<file path="src/rtl/sup_pkg.sv">
package sup_pkg;
  typedef enum logic {SRC_EXT = 1'b0, SRC_INT = 1'b1} tb_src_e;

  function automatic int max_of(input int a, input int b);
    return (a > b) ? a : b;
  endfunction
endpackage

</file>
<file path="src/rtl/sup_sync.sv">
module sup_sync #(
  parameter int STAGES = 2
) (
  input  logic clk_i,
  input  logic rst_ni,
  input  logic d_i,
  output logic q_o
);
  logic [STAGES-1:0] sr_q;

  always_ff @(posedge clk_i or negedge rst_ni) begin
    if (!rst_ni) sr_q <= '0;
    else         sr_q <= {sr_q[STAGES-2:0], d_i};
  end

  assign q_o = sr_q[STAGES-1];
endmodule

</file>
<file path="src/rtl/sup_timebase.sv">
module sup_timebase import sup_pkg::*; #(
  parameter int CLKS_PER_MS = 1000,
  parameter int SYNC_STAGES = 2
) (
  input  logic clk_i,
  input  logic rst_ni,
  input  logic osc_int_i,
  input  logic ext_clk_i,
  output logic tick_o
);
  localparam int PRE_W = (CLKS_PER_MS > 1) ? $clog2(CLKS_PER_MS) : 1;

  tb_src_e src;
  logic    ext_s, ext_d, ext_rise, int_tick;

  assign src = tb_src_e'(osc_int_i);

  sup_sync #(.STAGES(SYNC_STAGES)) i_ext_sync (
    .clk_i (clk_i),
    .rst_ni(rst_ni),
    .d_i   (ext_clk_i),
    .q_o   (ext_s)
  );

  always_ff @(posedge clk_i or negedge rst_ni) begin
    if (!rst_ni) ext_d <= 1'b0;
    else         ext_d <= ext_s;
  end
  assign ext_rise = ext_s & ~ext_d;

  generate
    if (CLKS_PER_MS > 1) begin : g_pre
      logic [PRE_W-1:0] pre_q;
      // free-running so both counters share one phase
      always_ff @(posedge clk_i or negedge rst_ni) begin
        if (!rst_ni)                               pre_q <= '0;
        else if (pre_q == PRE_W'(CLKS_PER_MS - 1)) pre_q <= '0;
        else                                       pre_q <= pre_q + 1'b1;
      end
      assign int_tick = (pre_q == PRE_W'(CLKS_PER_MS - 1));
    end else begin : g_nopre
      assign int_tick = 1'b1;
    end
  endgenerate

  assign tick_o = (src == SRC_INT) ? int_tick : ext_rise;

  p_ext_tick_rise_r4: assert property (@(posedge clk_i) disable iff (!rst_ni)
    (src == SRC_EXT) && tick_o |=> ext_d)
    else $error("ext tick without synchronized rising edge");
endmodule

</file>
<file path="src/rtl/sup_rstgen.sv">
module sup_rstgen #(
  parameter int CNT_W = 13
) (
  input  logic             clk_i,
  input  logic             rst_ni,
  input  logic             supply_ok_i,
  input  logic             tick_i,
  input  logic             fire_i,
  input  logic [CNT_W-1:0] len_i,
  output logic             active_o
);
  logic             rst_q;
  logic [CNT_W-1:0] cnt_q;

  always_ff @(posedge clk_i or negedge rst_ni) begin
    if (!rst_ni) begin
      rst_q <= 1'b1;
      cnt_q <= '0;
    end else if (!supply_ok_i || fire_i) begin
      rst_q <= 1'b1;
      cnt_q <= '0;
    end else if (rst_q && tick_i) begin
      if (cnt_q == len_i - 1'b1) begin
        rst_q <= 1'b0;
        cnt_q <= '0;
      end else begin
        cnt_q <= cnt_q + 1'b1;
      end
    end
  end

  // supply loss asserts without waiting for a clock
  assign active_o = rst_q | ~supply_ok_i;

  p_release_on_tick_r1: assert property (@(posedge clk_i) disable iff (!rst_ni)
    $fell(rst_q) |-> $past(tick_i) && $past(supply_ok_i))
    else $error("reset released without a tick");

  p_low_supply_holds_r1: assert property (@(posedge clk_i) disable iff (!rst_ni)
    !supply_ok_i |=> rst_q)
    else $error("reset not held after supply loss");
endmodule

</file>
<file path="src/rtl/sup_wdog.sv">
module sup_wdog #(
  parameter int CNT_W = 13
) (
  input  logic             clk_i,
  input  logic             rst_ni,
  input  logic             tick_i,
  input  logic             edge_i,
  input  logic             float_i,
  input  logic             supply_ok_i,
  input  logic             hold_i,
  input  logic [CNT_W-1:0] short_len_i,
  input  logic [CNT_W-1:0] long_len_i,
  output logic             fire_o,
  output logic             expired_no
);
  logic [CNT_W-1:0] cnt_q, lim;
  logic             first_q, exp_q, run;

  assign lim    = first_q ? long_len_i : short_len_i;
  assign run    = supply_ok_i & ~float_i & ~hold_i;
  // a coincident strobe edge beats the expiring tick
  assign fire_o = run & tick_i & ~edge_i & (cnt_q == lim - 1'b1);

  always_ff @(posedge clk_i or negedge rst_ni) begin
    if (!rst_ni) begin
      cnt_q   <= '0;
      first_q <= 1'b1;
    end else if (!supply_ok_i || hold_i) begin
      cnt_q   <= '0;
      first_q <= 1'b1;
    end else if (float_i || fire_o) begin
      cnt_q   <= '0;
    end else if (edge_i) begin
      cnt_q   <= '0;
      first_q <= 1'b0;
    end else if (tick_i) begin
      cnt_q   <= cnt_q + 1'b1;
    end
  end

  always_ff @(posedge clk_i or negedge rst_ni) begin
    if (!rst_ni)                  exp_q <= 1'b0;
    else if (!supply_ok_i)        exp_q <= 1'b0;
    else if (fire_o)              exp_q <= 1'b1;
    else if (edge_i && !float_i)  exp_q <= 1'b0;
  end

  assign expired_no = ~exp_q;

  p_first_long_r5: assert property (@(posedge clk_i) disable iff (!rst_ni)
    $fell(hold_i) |-> first_q)
    else $error("short period armed at reset release");

  p_hold_restart_r8: assert property (@(posedge clk_i) disable iff (!rst_ni)
    hold_i |=> cnt_q == '0)
    else $error("watchdog count not restarted by reset");

  p_float_idle_r9: assert property (@(posedge clk_i) disable iff (!rst_ni)
    float_i |=> cnt_q == '0)
    else $error("watchdog counted while floating");

  p_flag_clear_r7: assert property (@(posedge clk_i) disable iff (!rst_ni)
    !supply_ok_i |=> expired_no)
    else $error("expired flag kept through supply loss");
endmodule

</file>
<file path="src/rtl/sup_reset_wdog.sv">
module sup_reset_wdog import sup_pkg::*; #(
  parameter int CLKS_PER_MS   = 1000,
  parameter int RST_MS        = 200,
  parameter int WD_SHORT_MS   = 100,
  parameter int WD_LONG_MS    = 1600,
  parameter int RST_CLKS      = 2048,
  parameter int WD_SHORT_CLKS = 1024,
  parameter int WD_LONG_CLKS  = 4096,
  parameter int SYNC_STAGES   = 2
) (
  input  logic clk_i,
  input  logic rst_ni,
  input  logic supply_ok_i,
  input  logic wd_strobe_i,
  input  logic wd_float_i,
  input  logic osc_int_i,
  input  logic wd_long_i,
  input  logic ext_clk_i,
  output logic reset_no,
  output logic reset_o,
  output logic wd_expired_no,
  output logic line_low_no
);
  localparam int MAX_LEN = max_of(max_of(max_of(RST_MS, WD_LONG_MS), max_of(WD_SHORT_MS, RST_CLKS)),
                                  max_of(WD_SHORT_CLKS, WD_LONG_CLKS));
  localparam int CNT_W   = $clog2(MAX_LEN + 1);

  logic             tick, strobe_s, strobe_d, strobe_edge, fire, rst_act;
  logic [CNT_W-1:0] rst_len, short_len, long_len;

  sup_timebase #(.CLKS_PER_MS(CLKS_PER_MS), .SYNC_STAGES(SYNC_STAGES)) i_timebase (
    .clk_i    (clk_i),
    .rst_ni   (rst_ni),
    .osc_int_i(osc_int_i),
    .ext_clk_i(ext_clk_i),
    .tick_o   (tick)
  );

  sup_sync #(.STAGES(SYNC_STAGES)) i_strobe_sync (
    .clk_i (clk_i),
    .rst_ni(rst_ni),
    .d_i   (wd_strobe_i),
    .q_o   (strobe_s)
  );

  always_ff @(posedge clk_i or negedge rst_ni) begin
    if (!rst_ni) strobe_d <= 1'b0;
    else         strobe_d <= strobe_s;
  end
  assign strobe_edge = strobe_s ^ strobe_d;

  always_comb begin
    if (osc_int_i) begin
      rst_len   = CNT_W'(RST_MS);
      long_len  = CNT_W'(WD_LONG_MS);
      short_len = wd_long_i ? CNT_W'(WD_LONG_MS) : CNT_W'(WD_SHORT_MS);
    end else begin
      rst_len   = CNT_W'(RST_CLKS);
      long_len  = CNT_W'(WD_LONG_CLKS);
      short_len = CNT_W'(WD_SHORT_CLKS);
    end
  end

  sup_rstgen #(.CNT_W(CNT_W)) i_rstgen (
    .clk_i      (clk_i),
    .rst_ni     (rst_ni),
    .supply_ok_i(supply_ok_i),
    .tick_i     (tick),
    .fire_i     (fire),
    .len_i      (rst_len),
    .active_o   (rst_act)
  );

  sup_wdog #(.CNT_W(CNT_W)) i_wdog (
    .clk_i      (clk_i),
    .rst_ni     (rst_ni),
    .tick_i     (tick),
    .edge_i     (strobe_edge),
    .float_i    (wd_float_i),
    .supply_ok_i(supply_ok_i),
    .hold_i     (rst_act),
    .short_len_i(short_len),
    .long_len_i (long_len),
    .fire_o     (fire),
    .expired_no (wd_expired_no)
  );

  assign reset_no    = ~rst_act;
  assign reset_o     = rst_act;
  assign line_low_no = supply_ok_i;

  p_fire_starts_reset_r7: assert property (@(posedge clk_i) disable iff (!rst_ni)
    fire |=> !reset_no && !wd_expired_no)
    else $error("expiry did not start a reset pulse");
endmodule

</file>
<file path="config.mk">
export PLATFORM = sky130hd
export DESIGN_NAME = sup_reset_wdog
export DESIGN_NICKNAME = d
export VERILOG_FILES = /design/src/rtl/sup_pkg.sv /design/src/rtl/sup_sync.sv /design/src/rtl/sup_timebase.sv /design/src/rtl/sup_rstgen.sv /design/src/rtl/sup_wdog.sv /design/src/rtl/sup_reset_wdog.sv
export SDC_FILE = /design/constraint.sdc
export NUM_CORES = 1
export LEC_CHECK = 0
export ABC_AREA = 1
export BUFFER_PORTS_ARGS = -buffer_cell sky130_fd_sc_hd__buf_2
export CORE_UTILIZATION = 58
export CTS_BUF_LIST = sky130_fd_sc_hd__clkbuf_4 sky130_fd_sc_hd__clkbuf_8
export CTS_CLUSTER_DIAMETER = 40
export DETAILED_ROUTE_END_ITERATION = 7
export PLACE_DENSITY = 0.82
export SLEW_MARGIN = 20
export SYNTH_ARGS = -nofsm -noshare
export SYNTH_HDL_FRONTEND = slang
export SYNTH_SLANG_ARGS = --single-unit
export TNS_END_PERCENT = 10
</file>
<file path="constraint.sdc">
create_clock -name clk_i -period 2.1 [get_ports clk_i]
set_clock_uncertainty 0.2 [all_clocks]
set_input_delay 0.21 -clock clk_i [delete_from_list [all_inputs] [get_ports clk_i]]
set_output_delay 0.21 -clock clk_i [all_outputs]
set_load 0.01 [all_outputs]
</file>
# Word-level counts from Yosys, hierarchy flattened
# Cells that the tools add are included.
[word_totals]
ff_bits = 45
out_inout_bits = 4
word_cells = 70
[op_classes]
n_addsub = 5
n_eq_ne = 5
n_mux = 23
bitwise_logic = 14
n_reduce_logical = 13
[op_table]
columns = ["op", "count"]
rows = [
  ["two-way mux 13 bit", 9],
  ["adder 13 x 1 -> 13 bit, second input constant", 2],
  ["equality test 13 bit", 2],
  ["two-way mux 11 bit", 2],
  ["subtractor 12 x 1 -> 13 bit, second input constant", 1],
  ["subtractor 13 x 1 -> 13 bit, second input constant", 1],
  ["two-way mux 12 bit", 1],
  ["adder 10 x 1 -> 10 bit, second input constant", 1],
  ["equality test 10 bit, second input constant", 1],
  ["two-way mux 1 bit", 10],
  ["two-way mux 10 bit", 1],
  ["AND 1 bit", 6],
  ["inverter 1 bit", 6],
  ["nonzero test 2 bit", 3],
  ["AND reduction 2 bit", 2],
  ["nonzero test 4 bit", 1],
  ["logical OR 1 bit", 3],
  ["!= test 3 x 1 -> 1 bit, second input constant", 1],
  ["logical AND 1 bit", 2],
  ["logical NOT 1 bit", 2],
  ["!= test 2 x 1 -> 1 bit, second input constant", 1],
  ["bitwise OR 1 bit", 1],
  ["bitwise XOR 1 bit", 1],
]

# Longest topological paths before layout
# Gate-level depths: netlist of run 1.
[depth]
word_depth = 10
ltp_mapped = 16
depth_no_buf = 15

# Modules after synthesis
# Synthesis of run 1 repeated with hierarchy kept, for this count alone.
[hier_totals]
cells_unflattened = 616
hier_area_um2 = 3893.7
[by_module_without_submodules]
columns = ["module", "n_inst", "cells_per_inst", "area_per_inst_um2", "seq_area_each_um2"]
rows = [
  ["sup_wdog", 1, 280, 1621.6, 376.6],
  ["sup_rstgen", 1, 247, 1539.0, 351.6],
  ["sup_timebase", 1, 71, 553.0, 275.3],
  ["sup_sync", 2, 2, 50.0, 50.0],
  ["sup_reset_wdog", 1, 14, 80.1, 25.0],
]

# Worst setup path after synthesis of run 1
# OpenSTA, ideal clock, no wires.
[synth_timing]
path_kind = "reg2reg"
from = "register i_wdog.first_q"
to = "register i_rstgen.cnt_q[10]"
arrival_ps = 1824
t_required_ps = 1783
path_slack_ps = -41
stages_incl_launch_ff = 15
path_buffers = 1
period_less_slack_ps = 2141
path_cell_list = "dfstp_2 nor2_1 nand2_1 ha_1 nand2_1 nand2_1 nor2_1 nand3_1 nor2_1 nand3_4 nand2_2 nor2_2 buf_6 nand2_1 nand2_1"
[synth_between]
elab_chain_cells = 6
[synth_rtl]
columns = ["element", "line_no", "source"]
rows = [
  ["start, declared", "sup_wdog.sv:17", "logic first_q, exp_q, run;"],
  ["start signal, assigned", "sup_wdog.sv:27", "first_q <= 1'b1;"],
  ["start signal, assigned", "sup_wdog.sv:30", "first_q <= 1'b1;"],
  ["start signal, assigned", "sup_wdog.sv:35", "first_q <= 1'b0;"],
  ["two-way mux 13 bit *", "sup_wdog.sv:19", "assign lim = first_q ? long_len_i : short_len_i;"],
  ["subtractor 13 x 1 -> 13 bit *", "sup_wdog.sv:22", "assign fire_o = run & tick_i & ~edge_i & (cnt_q == lim - 1'b1);"],
  ["equality test 13 bit *", "sup_wdog.sv:22", ""],
  ["AND 1 bit *", "sup_wdog.sv:22", ""],
  ["logical OR 1 bit *", "sup_rstgen.sv:19", "end else if (!supply_ok_i || fire_i) begin"],
  ["two-way mux 13 bit or nonzero test 2 bit (tied branches)", "--", ""],
  ["end signal, assigned", "sup_rstgen.sv:27", "cnt_q <= cnt_q + 1'b1;"],
  ["end, declared", "sup_rstgen.sv:13", "logic [CNT_W-1:0] cnt_q;"],
]
# Mark *: on every way between the ends. The rest lies on a longest branch, timed or not.
# A chain may end at the register's enable or synchronous reset.

# Final worst setup path of run 1
[layout_timing]
from = "register i_wdog.first_q"
to = "register i_rstgen.cnt_q[3]"
# Same word-level chain as after synthesis.

==> results of run 1 <==
[registers in the layout, indices dropped and copies added (netlist names)]
signal	flops
i_rstgen.cnt_q	13
i_wdog.cnt_q	13
i_timebase.g_pre.pre_q	10
i_strobe_sync.sr_q	2
i_timebase.i_ext_sync.sr_q	2
i_rstgen.rst_q	1
i_timebase.ext_d	1
i_wdog.exp_q	1
i_wdog.first_q	1
strobe_d	1
[through the flow]
stage	cells	setup WS (ns)	hold WS, ns	utilization
after floorplan	364	0.00372	-0.286	-
after global placement	429	0.0340	0.118	0.657
after detailed placement	429	-0.0151	0.121	0.657
after CTS	439	0.000891	0.0282	0.683
after global routing	441	-0.147	0.0542	0.697
final	441	-0.0259	0.0389	0.697
[repair_timing]
| action | in CTS | in global routing |
|---|---|---|
| hold buffers | 3 | 0 |
| endpoints found under the setup margin | 13 | 26 |
| endpoints found under the hold margin | 45 | 0 |
| pin swaps | 2 | 4 |
| resized for setup | 0 | 14 |
| buffers inserted | 0 | 2 |
[cells in the mapped netlist, types with 3 or more instances]
library cell	number	area share
nor2_1	51	0.071
inv_2	3	0.0042
ha_1	4	0.018
clkbuf_1	5	0.0069
nor2_2	3	0.0069
o21ai_0	5	0.0092
xor2_1	22	0.071
buf_4	3	0.0083
nand4_1	18	0.042
a21oi_1	11	0.020
nand3_1	23	0.042
nor3b_1	5	0.014
nand2_1	96	0.13
nor3_1	12	0.022
dfrtp_1	43	0.40
buf_2	4	0.0074
inv_1	38	0.053
[cell type report]
type / count / area, µm²
sequential: 45 / 1130
multi-input combinational: 265 / 1410
tap: 52 / 65.1
inverter: 41 / 154
fill: 352 / 1340
timing repair buffer: 31 / 236
clock buffer: 5 / 68.8
clock inverter: 2 / 16.3
[worst max-delay path, stage by stage, from the launching register on]
cell,delay [ns]
dfstp_2,0.56
nor2_4,0.04
nand2_2,0.08
ha_4,0.21
nand2_2,0.05
nand2_1,0.05
nor2_1,0.08
nand3_1,0.08
nor2_2,0.16
nand3_4,0.12
nand2_4,0.10
nor2_4,0.04
buf_6,0.13
nand2_1,0.05
nand2_1,0.05
[layer usage]
metal	vias up	routed length, µm	global-route usage
li1	1200	-	-
met1	1088	2760	0.356
met2	63	2500	0.378
met3	10	284	0.0476
met4	0	80	0.0733
met5	-	0	0
[kinds of logic (layout without fill, tap and decap cells)]
| kind of cell | count (synthesis) | after routing | synth area share |
|---|---|---|---|
| AND/OR/NAND/NOR | 217 | 217 | 0.363 |
| buffers and inverters | 54 | 79 | 0.0836 |
| flip-flops | 45 | 45 | 0.417 |
| XOR/XNOR | 24 | 24 | 0.0776 |
| AO/OA/AOI/OAI | 20 | 20 | 0.0406 |
| adder cells (fa/ha/maj) | 4 | 4 | 0.0185 |
[placed cells by master (no fill, tap or decap), types with 2 or more instances in the layout]
cell type      count
a21oi_1           10
clkbuf_8           5
nand2_1           91
ha_1               3
xor2_1            22
xnor2_1            2
inv_1             38
o21ai_0            3
and3_1             2
dfrtp_1           43
buf_4             13
nor2_2             3
inv_2              3
nand4_1           18
nor3_1            12
nor2_4             3
nand2_2            6
dfstp_2            2
nand3_1           23
o21ai_1            2
nor3b_1            4
dlygate4sd3_1      3
buf_2             11
buf_6              3
nor2_1            49
[how the worst min path moves through the flow]
stage                                    end  cells past startpoint   startpoint  slack, ns
2_1_floorplan              i_rstgen.cnt_q[0]                      0       rst_ni      -0.29
3_3_place_gp                 i_wdog.cnt_q[6]                      2       rst_ni       0.12
3_5_place_dp   i_timebase.i_ext_sync.sr_q[0]                      1    ext_clk_i       0.12
4_1_cts                       i_wdog.first_q                      4  supply_ok_i       0.03
5_1_grt                      i_wdog.cnt_q[1]                      4   wd_float_i       0.05
6_report                      i_wdog.first_q                      4  supply_ok_i       0.04
[power by group through the flow]
stage | combinational [mW] | clock [mW] | sequential, mW
6_report | 0.132 | 0.526 | 0.884
5_1_grt | 0.147 | 0.576 | 0.885
4_1_cts | 0.125 | 0.544 | 0.883
3_5_place_dp | 0.120 | 0 | 0.901
3_3_place_gp | 0.118 | 0 | 0.900
2_1_floorplan | 0.0679 | 0 | 0.900
==> impl_metrics.env, run 1 <==
export IMPL_status="finished with violations"
export IMPL_violations="negative setup slack"
export IMPL_start_kind="register"
export IMPL_fmax_ghz=0.470
export IMPL_grt_setup_unrepaired="yes"
export IMPL_synth_cell_type_count=31
export IMPL_ctsRootBufferMaster="clkbuf_8"
export IMPL_firstDrtPassIters=4
export IMPL_power_density_nw_per_um2=501
export IMPL_fin_nets=401
export IMPL_numPortBuffers=11
export IMPL_fp_coreArea_um2=4410
export IMPL_num_io_pins=12
export IMPL_postRouteAntennaNets=0
export IMPL_power_mw=1.54
export IMPL_worst_r2r_path_depth=14
export IMPL_start_util=0.614
export IMPL_async_flop_share=1.00
export IMPL_critical_path_required_ns=2.09
export IMPL_ir_drop_mv=0.483
export IMPL_r2r_start="i_wdog.first_q"
export IMPL_cts_sinks=45
export IMPL_clkSlewWorstSetupHoldPaths_ns=0.08
export IMPL_clk_latency_ns=0.30
export IMPL_die_w_um=70.3
export IMPL_setup_slack_ns=-0.0259
export IMPL_drive_gt1_frac=0.149
export IMPL_cts_buffers=5
export IMPL_worstMarginPinSlew_ns=0.564
export IMPL_row_count=24
export IMPL_die_height_um=70.3
export IMPL_place_gp_congestion=0.957
export IMPL_htree_levels=2
export IMPL_synth_edff_count=0
export IMPL_grt_antenna_before_repair=0
export IMPL_grt_max_degree=46
export IMPL_setup_worst_path_end="i_rstgen.cnt_q[3]"
export IMPL_finalWirelength_um=5630
export IMPL_yosysSeqAreaShare=0.417
export IMPL_cts_tree="done"
export IMPL_overflow=0
export IMPL_route_detailed_drc=0
export IMPL_holdCritPathClass="in -> reg"
export IMPL_synth_avg_cell_area_um2=7.44
export IMPL_slew_limit_headroom=0.624
export IMPL_cts_path_max_buffers=2
export IMPL_drv_cap=0
export IMPL_worstSetupStartpoint="i_wdog.first_q"
export IMPL_yosys_warnings=0
export IMPL_grt_first_pass_wirelength_um=9600
export IMPL_fin_crit_sh=1.01
export IMPL_cp_max_fo=7
export IMPL_ys_flop_type="dfrtp_1"
export IMPL_diodes=0
export IMPL_yosys_register_bits=45
export IMPL_finalMaxSlewViolations=0
export IMPL_dp_hpwl_um=3890
export IMPL_intPower_mw=1.15
export IMPL_cp_end_kind="register"
export IMPL_grt_pass1_vias=2113
export IMPL_setup_viol=12
export IMPL_seq_power_share=0.573
export IMPL_p_leak_nw=1.47
export IMPL_worstSetupPathType="reg -> reg"
export IMPL_wl_per_cell_um=12.8
export IMPL_syn_nets=376
export IMPL_dpl_cell_area_um2=2900
export IMPL_grt_use_total=0.247
export IMPL_drtIter0Drc=203
export IMPL_period_minus_slack_ns=2.13
export IMPL_avgViaCountPerCell=5.35
export IMPL_r2r_end="i_rstgen.cnt_q[3]"
export IMPL_p_sw_mw=0.387
export IMPL_fin_tns_setup_ns=-0.201
export IMPL_p_sw_frac=0.251
export IMPL_design_area_um2=3080
export IMPL_rrSetupSlack_ns=-0.03
export IMPL_syn_inst=364
export IMPL_vias=2361
export IMPL_die_area_um2=4950
export IMPL_area_growth_pct=13.6
export IMPL_pwr_share_comb=0.085
export IMPL_hold_viol=0
export IMPL_clkPwrFrac=0.341
export IMPL_syn_cell_area_um2=2710
export IMPL_arrival_ns=2.12
Note: power is estimated with default switching activity, not from simulation.
==> run 2, diff against run 1 <==
ABC_AREA = not set   (was 1)
CORE_UTILIZATION = 57   (was 58)
PLACE_DENSITY = 0.81   (was 0.82)
==> run 2 against run 1 <==
Effect of this change: utilization grew 7.8 points; worst hold slack improved by 0.0023 ns; register-to-register slack lost 0.45 ns; via count is 9.1% lower; die area fell by 8.8%; critical path depth fell by 5; wire length increased by 2.2%; sequential power shrank 0.8%; the run still ends with negative setup slack left; flip-flop and latch count stayed put.
==> impl_metrics.env, run 2 <==
export IMPL_grt_setup_unrepaired="yes"
export IMPL_die_height_um=67.2
export IMPL_status="finished with violations"
export IMPL_synth_area_leaders="dfrtp_1 (44%), xnor2_1 (5.1%), nor2_1 (3.3%)"
export IMPL_p_sw_frac=0.218
export IMPL_ys_flop_type="dfrtp_1"
export IMPL_slew_limit_headroom=0.625
export IMPL_p_leak_nw=1.35
export IMPL_cts_sinks=45
export IMPL_final_cell_count_no_fill=361
export IMPL_ir_drop_mv=0.504
export IMPL_setup_slack_ns=-0.478
export IMPL_drv_cap=0
export IMPL_finalWirelength_um=5750
export IMPL_critical_path_required_ns=2.14
export IMPL_row_count=23
export IMPL_wl_met2_um=2820
export IMPL_max_stage_delay_ns=0.48
export IMPL_grt_antenna_before_repair=0
export IMPL_finalMaxSlewViolations=0
export IMPL_synth_avg_cell_area_um2=9.84
export IMPL_rrSetupSlack_ns=-0.48
export IMPL_grt_max_degree=46
export IMPL_route_detailed_drc=0
export IMPL_yosysTopAreaCell="dfrtp_1"
export IMPL_yosys_register_bits=45
export IMPL_syn_nets=258
export IMPL_largest_registers="i_rstgen.cnt_q: 13 flops, i_wdog.cnt_q: 13 flops, i_timebase.g_pre.pre_q: 10 flops"
export IMPL_final_cell_mix="buf_4 (49), dfrtp_1 (43), nor2_1 (21)"
export IMPL_firstDrtPassIters=4
export IMPL_htree_levels=2
export IMPL_die_w_um=67.2
export IMPL_fin_tns_setup_ns=-8.72
export IMPL_syn_inst=246
export IMPL_arrival_ns=2.62
export IMPL_yosys_top_cells_count="dfrtp_1 (43), nor2_1 (21), nand2_1 (18)"
export IMPL_drive_gt1_frac=0.293
export IMPL_post_cts_setup_buffers=0
export IMPL_cts_path_max_buffers=2
export IMPL_m1WireLength_um=2480
export IMPL_pwr_share_comb=0.058
export IMPL_worstSetupPathType="reg -> reg"
export IMPL_yosysTopAreaCellShare=0.444
export IMPL_power_mw=1.67
export IMPL_synth_cell_type_count=50
export IMPL_seq_power_share=0.526
export IMPL_dpl_cell_count=350
export IMPL_grt_pass1_vias=2143
export IMPL_hold_viol=0
export IMPL_synth_edff_count=0
export IMPL_wl_per_cell_um=15.9
export IMPL_fmax_ghz=0.388
export IMPL_yosysMostFrequentCell="dfrtp_1"
export IMPL_grt_first_pass_wirelength_um=9560
export IMPL_clk_latency_ns=0.31
export IMPL_cts_buffers=5
export IMPL_cp_end_kind="register"
export IMPL_cts_tree="done"
export IMPL_overflow=0
export IMPL_holdWs_ns=0.0413
export IMPL_fp_coreArea_um2=4030
export IMPL_num_io_pins=12
export IMPL_cp_top_family="compound AO/OA/AOI/OAI gates"
export IMPL_start_util=0.601
export IMPL_numPortBuffers=11
export IMPL_cp_max_fo=13
export IMPL_start_kind="register"
export IMPL_path_cells="nor3b_2, inv_1, ha_4, xnor2_4, a2111oi_4, o2111a_2, a21oi_4, or4_1, a21oi_1"
export IMPL_postRouteAntennaNets=0
export IMPL_met3_length_um=288
export IMPL_post_route_util=0.775
export IMPL_place_gp_congestion=0.824
export IMPL_top_layer="met4"
export IMPL_clkPwrFrac=0.416
export IMPL_fin_crit_sh=1.23
export IMPL_vias=2147
export IMPL_p_sw_mw=0.364
export IMPL_fillerInstances=246
export IMPL_ctsRootBufferMaster="clkbuf_8"
export IMPL_violations="negative setup slack"
export IMPL_yosys_warnings=0
export IMPL_worstMarginPinSlew_ns=0.563
export IMPL_critPathSlowestCell="or4_1"
export IMPL_diodes=0
export IMPL_crit_buf_inv=1
export IMPL_avgViaCountPerCell=5.95
export IMPL_period_minus_slack_ns=2.58
export IMPL_fin_nets=322
export IMPL_intPower_mw=1.30
export IMPL_die_area_um2=4510
export IMPL_power_density_nw_per_um2=534
export IMPL_area_growth_pct=28.9
export IMPL_dp_hpwl_um=3980
export IMPL_syn_cell_area_um2=2420
export IMPL_drtIter0Drc=103
export IMPL_yosysSeqAreaShare=0.466
export IMPL_grt_use_total=0.290
export IMPL_layout_commonest_cell="buf_4"
export IMPL_setup_viol=28
export IMPL_holdCritPathClass="in -> reg"
export IMPL_async_flop_share=1.00
export IMPL_clkSlewWorstSetupHoldPaths_ns=0.09
[run 2: cell types whose count changed after synthesis, sizes merged, moves of 6 or more]
| cell | before | now |
|---|---|---|
| xnor2 | 2 | 14 |
| xor2 | 22 | 7 |
| nor2 | 56 | 21 |
| or4 | 0 | 6 |
| nand4 | 18 | 4 |
| nand3 | 24 | 14 |
| inv | 41 | 6 |
| nand2 | 98 | 18 |
| o31ai | 0 | 7 |
| and3 | 2 | 11 |
[run 2: cell families (layout without fill, tap and decap cells)]
family | Yosys count | count (layout) | share of synthesized area
buffers and inverters | 13 | 78 | 0.0295
multiplexers | 2 | 2 | 0.00879
XOR/XNOR | 21 | 21 | 0.0760
AND/OR/NAND/NOR | 112 | 112 | 0.259
flip-flops | 45 | 45 | 0.466
AO/OA/AOI/OAI | 49 | 49 | 0.140
adder cells (fa/ha/maj) | 4 | 4 | 0.0207
[run 2: tightest hold or removal path: stages]
cell and delay [ns]:
buf_2 0.12, o21ai_0 0.11, nand2_1 0.08
[run 2: metal layers]
layer	GRT usage	up-vias
li1	-	1021
met1	0.354	1045
met2	0.493	64
met3	0.0574	17
met4	0.130	0
met5	0	-
[run 2: worst paths after layout]
path	from	cells after the start	to
setup / recovery	i_wdog.first_q	9	i_rstgen.cnt_q[9]
min in group asynchronous	rst_ni	3	i_wdog.cnt_q[10]
hold reg to reg	i_timebase.i_ext_sync.sr_q[0]	0	i_timebase.i_ext_sync.sr_q[1]
max in group asynchronous	rst_ni	3	i_timebase.i_ext_sync.sr_q[0]
hold / removal	wd_float_i	3	i_wdog.first_q
setup reg to reg	i_wdog.first_q	9	i_rstgen.cnt_q[9]
[run 2: cell type report]
type | count | area [µm²] | area share
clock buffer | 6 | 82.6 | 0.0265
clock inverter | 2 | 37.5 | 0.0120
tap | 50 | 62.6 | 0.0200
timing repair buffer | 64 | 464 | 0.149
multi-input combinational | 188 | 1320 | 0.424
sequential | 45 | 1130 | 0.362
inverter | 6 | 22.5 | 0.00722
[run 2: what timing repair did]
action / in CTS / in global routing
resized for setup: 9 / 3
pin swaps: 3 / 0
endpoints found under the hold margin: 45 / 0
hold buffers: 3 / 0
endpoints found under the setup margin: 28 / 28
[run 2: power by group through the flow]
stage	Clock (mW)	Sequential, mW	Combinational (mW)
after global placement	0	0.893	0.0838
after CTS	0.697	0.877	0.0942
after floorplan	0	0.893	0.0370
after detailed placement	0	0.894	0.0858
final	0.693	0.877	0.0966
after global routing	0.730	0.878	0.106
[run 2: per-stage QoR]
stage	cell area, µm²	setup WS (ns)
after detailed placement	2910	-0.431
after global routing	3120	-0.609
after floorplan	2460	-0.332
after global placement	2910	-0.366
after CTS	3100	-0.461
final	3120	-0.478
